--- src/rtl/clkmon_rst_ctl.sv ---
module clkmon_rst_ctl #(
  parameter int SYNC_STAGES = 2
) (
  input  logic clk,
  input  logic rst_n,
  input  logic loss_det,
  input  logic clk_good,
  input  logic cfg_wr,
  input  logic cfg_mon_en,
  input  logic cfg_selfclk_en,
  output logic mon_en,
  output logic selfclk_en,
  output logic rst_req,
  output logic selfclk_mode,
  output logic osc_sel
);

  logic [SYNC_STAGES-1:0] loss_q, good_q;
  logic loss_s, good_s, fire, fallback;

  assign loss_s   = loss_q[SYNC_STAGES-1];
  assign good_s   = good_q[SYNC_STAGES-1];
  assign fire     = mon_en & loss_s & ~selfclk_en;
  assign fallback = mon_en & loss_s & selfclk_en;

  always_ff @(posedge clk or negedge rst_n) begin
    if (!rst_n) begin
      loss_q <= '0;
      good_q <= '0;
    end else begin
      loss_q <= SYNC_STAGES'({loss_q, loss_det});
      good_q <= SYNC_STAGES'({good_q, clk_good});
    end
  end

  always_ff @(posedge clk or negedge rst_n) begin
    if (!rst_n) begin
      mon_en     <= 1'b1;
      selfclk_en <= 1'b1;
    end else if (fire) begin
      mon_en     <= 1'b1;
      selfclk_en <= 1'b1;
    end else if (cfg_wr) begin
      mon_en     <= cfg_mon_en;
      selfclk_en <= cfg_selfclk_en;
    end
  end

  always_ff @(posedge clk or negedge rst_n) begin
    if (!rst_n) begin
      rst_req      <= 1'b0;
      selfclk_mode <= 1'b0;
      osc_sel      <= 1'b1;
    end else begin
      rst_req <= fire;
      if (fire || fallback) begin
        selfclk_mode <= 1'b1;
        osc_sel      <= 1'b0;
      end else if (good_s) begin
        selfclk_mode <= 1'b0;
        osc_sel      <= 1'b1;
      end
    end
  end

endmodule

--- config.mk ---
export PLATFORM = sky130hd
export DESIGN_NAME = clkmon_rst_ctl
export DESIGN_NICKNAME = d
export VERILOG_FILES = /design/src/rtl/clkmon_rst_ctl.sv
export SDC_FILE = /design/constraint.sdc
export NUM_CORES = 1
export LEC_CHECK = 0
export BUFFER_PORTS_ARGS = -buffer_cell sky130_fd_sc_hd__buf_2
export CAP_MARGIN = 15
export CORE_AREA = 2 2 39 41
export DETAILED_ROUTE_END_ITERATION = 10
export DIE_AREA = 0 0 41 43
export REMOVE_ABC_BUFFERS = 1
export SLEW_MARGIN = 20
export SYNTH_ARGS = -nofsm -noshare
export SYNTH_HDL_FRONTEND = slang
export SYNTH_SLANG_ARGS = --single-unit
--- constraint.sdc ---
create_clock -name clk -period 0.9 [get_ports clk]
set_input_delay 0.09 -clock clk [delete_from_list [all_inputs] [get_ports clk]]
set_output_delay 0.09 -clock clk [all_outputs]
set_load 0.03 [all_outputs]
==> run_results.csv <==
group,metric,value,unit
global_route,antenna_found_initial,0,
timing,slew_headroom,0.889,
floorplanning,row_count,14,
pwr,powerDensity,2130,nW/um^2
pwr,leakage,0.000228,uW
floorplanning,pin_count,12,
global_route,overflow,0,
synth,synth-seq-area-share,0.803,
run,maxCapViolations,0,
setup_path,max_stage_delay,540,ps
pwr,switching_power,285,uW
synth,synth_cells,18,
timing,worst_pin_slew,161,ps
cts,cts_sinks,9,
global_route,grt_pass1_vias,234,
pwr,power_frac_seq,0.469,
pwr,swShare,0.277,
cts,clockRootBuffer,"clkbuf_4",
routing,vias,204,
routing,drc,0,
floorplanning,fp.dieArea,1760,sq um
cts,clk_path_buf_depth,2,
routing,totalWireLength,513,microns
status,status,"finished, violations left",
timing,period_minus_slack,1010,ps
cts,clock_latency,260,ps
synth,yosys_warnings,0,
floorplanning,die_h,43,microns
cts,htree_levels,1,
cells_and_area,fin_util,0.349,
synth,synth.distinct_cells,9,
timing,fmax,0.986,GHz
floorplanning,coreArea,1380,sq um
cts,clkSlewWorstSetupHoldPaths,60,ps
setup_path,worstSetupStartpointType,"register",
timing,rsz0062_at_grt,"yes",
cells_and_area,ff_latch_area,229,sq um
cells_and_area,num_antenna_cells,0,
synth,ys_ff_latch,9,
cells_and_area,drive_gt1_frac,0.605,
setup_path,path_cells,"buf_6",
setup_path,worstSetupPathType,"register to output pin",
cells_and_area,fillers,131,
routing,ant_nets,0,
pwr,ir_worst_vdd,1.02,mV
setup_path,endpoint_kind,"output pin",
placement,place_congestion,0.581,
min_path,min_path_type,"primary input to register",
pwr,p_int,744,uW
timing,setup_viol,6,
synth,syn-cell-area,285,sq um
timing,hold_viol_final,0,
setup_path,cp_slowest_cell,"dfstp_2",
cells_and_area,synthToLayoutAreaGrowth,69.3,%
global_route,grt_max_degree,10,
cts,cts_tree,"done",
pwr,p_comb_frac,0.237,
setup_path,cp_top_family,"flip-flops",
timing,fin_skew,8.29,ps
placement,io_buffers,11,
synth,syn_avg_cell_area,15.8,sq um
cells_and_area,multi_input_area,72.6,sq um
pwr,p_clk_frac,0.294,
status,violations,"setup timing",
setup_path,path_max_fanout,2,
timing,timing.final.crit_share,1.13,
routing,vias_per_cell,3.78,
floorplanning,start_util,0.206,
timing,slew_viol_final,0,
routing,routedWlPerCell,9.50,microns
cts,cts-buffers-inserted,3,
global_route,grt_pass1_wl,862,microns
setup_path,critPathBufInv,1,
timing,tns,-355,ps
cells_and_area,nNetsFinal,46,
setup_path,required,810,ps
global_route,grtUsageTotal,0.0785,
setup_path,critPathArrivalTime,920,ps
floorplanning,die_w,41,microns
routing,drt_iter0_drc,1,
routing,drtPass1Iterations,2,
timing,layout_setup_ws,-114,ps
-- flip-flops by register name, summed over array words and instances, names as in the netlist --
register	count
good_q	2
loss_q	2
selfclk_mode	1
mon_en	1
rst_req	1
osc_sel	1
selfclk_en	1
-- worst paths after layout --
kind	cells past startpoint	endpoint	start	slack [ps]
max	1	osc_sel	osc_sel$_DFFE_PN1P_	-110
min	3	selfclk_en$_DFFE_PN1P_	cfg_selfclk_en	60
max reg2reg	3	mon_en$_DFFE_PN1P_	mon_en$_DFFE_PN1P_	-10
min reg2reg	0	good_q[1]$_DFF_PN0_	good_q[0]$_DFF_PN0_	350
max in group asynchronous	2	selfclk_en$_DFFE_PN1P_	rst_n	460
min in group asynchronous	2	selfclk_mode$_DFFE_PN0P_	rst_n	200
-- final cells by class --
| type | count | share of cell area |
|---|---|---|
| inverters | 1 | 0.00777 |
| flip-flops and latches | 9 | 0.474 |
| repair buffers | 16 | 0.272 |
| well taps | 16 | 0.0415 |
| multi-input cells | 8 | 0.150 |
| clock buffers | 4 | 0.0544 |
-- kinds of logic (layout without fill, tap and decap cells) --
group / count (synthesis) / in the layout / synth area share
flip-flops: 9 / 9 / 0.803
AO/OA/AOI/OAI: 4 / 4 / 0.0789
multiplexers: 2 / 2 / 0.0702
AND/OR/NAND/NOR: 2 / 2 / 0.0351
buffers and inverters: 1 / 21 / 0.0131
-- metrics by stage --
stage | hold slack, ps | setup WS (ps) | power, uW | instances | instance area (sq um)
final | 61.4 | -114 | 1030 | 54 | 483
after global routing | 55.8 | -148 | 1090 | 54 | 483
after CTS | 68.8 | -124 | 1020 | 54 | 462
after detailed placement | -51.6 | 68.2 | 641 | 45 | 360
after global placement | -54.5 | 67.4 | 639 | 45 | 360
after floorplan | -206 | 1.47 | 582 | 18 | 285
-- cells in the final DEF (no fill, tap or decap), types with 2 or more instances in the layout --
cell type	count
buf_4	2
mux2i_1	2
buf_6	5
o21ai_2	2
clkbuf_4	3
buf_2	6
dfstp_2	3
dlygate4sd3_1	3
dfrtp_1	6
-- per-layer routing --
metal  vias up  GRT usage  share of wire
met5         -          0              0
met4         0     0.0200              0
met3         0     0.0785          0.092
met2        12      0.119           0.47
met1        94     0.0709           0.44
li1         98          -              -
-- Yosys cell counts --
| cell | n | area [sq um] |
|---|---|---|
| nand2_2 | 1 | 6.26 |
| o21ai_1 | 2 | 10.0 |
| mux2i_1 | 2 | 20.0 |
| o21a_1 | 1 | 7.51 |
| dfrtp_1 | 6 | 150 |
| dfstp_2 | 3 | 78.8 |
| inv_1 | 1 | 3.75 |
| nor2_1 | 1 | 3.75 |
| o21ai_0 | 1 | 5.00 |
-- power by group through the flow --
stage               Clock [uW]  Sequential, uW  Combinational [uW]
floorplan                    0             552                30.4
global placement             0             489                 151
detailed placement           0             491                 150
CTS                        315             483                 223
global route               345             487                 260
finish                     303             483                 244
-- timing repair --
action                                 4_1_cts  5_1_grt
cloned                                       0        0
buffers inserted                             2        0
endpoints found under the hold margin       11        0
resized for setup                            9        8
setup endpoints to repair                    4        9
pin swaps                                    0        0
hold buffers                                 3        0
Power figures use the tool's default switching activity.
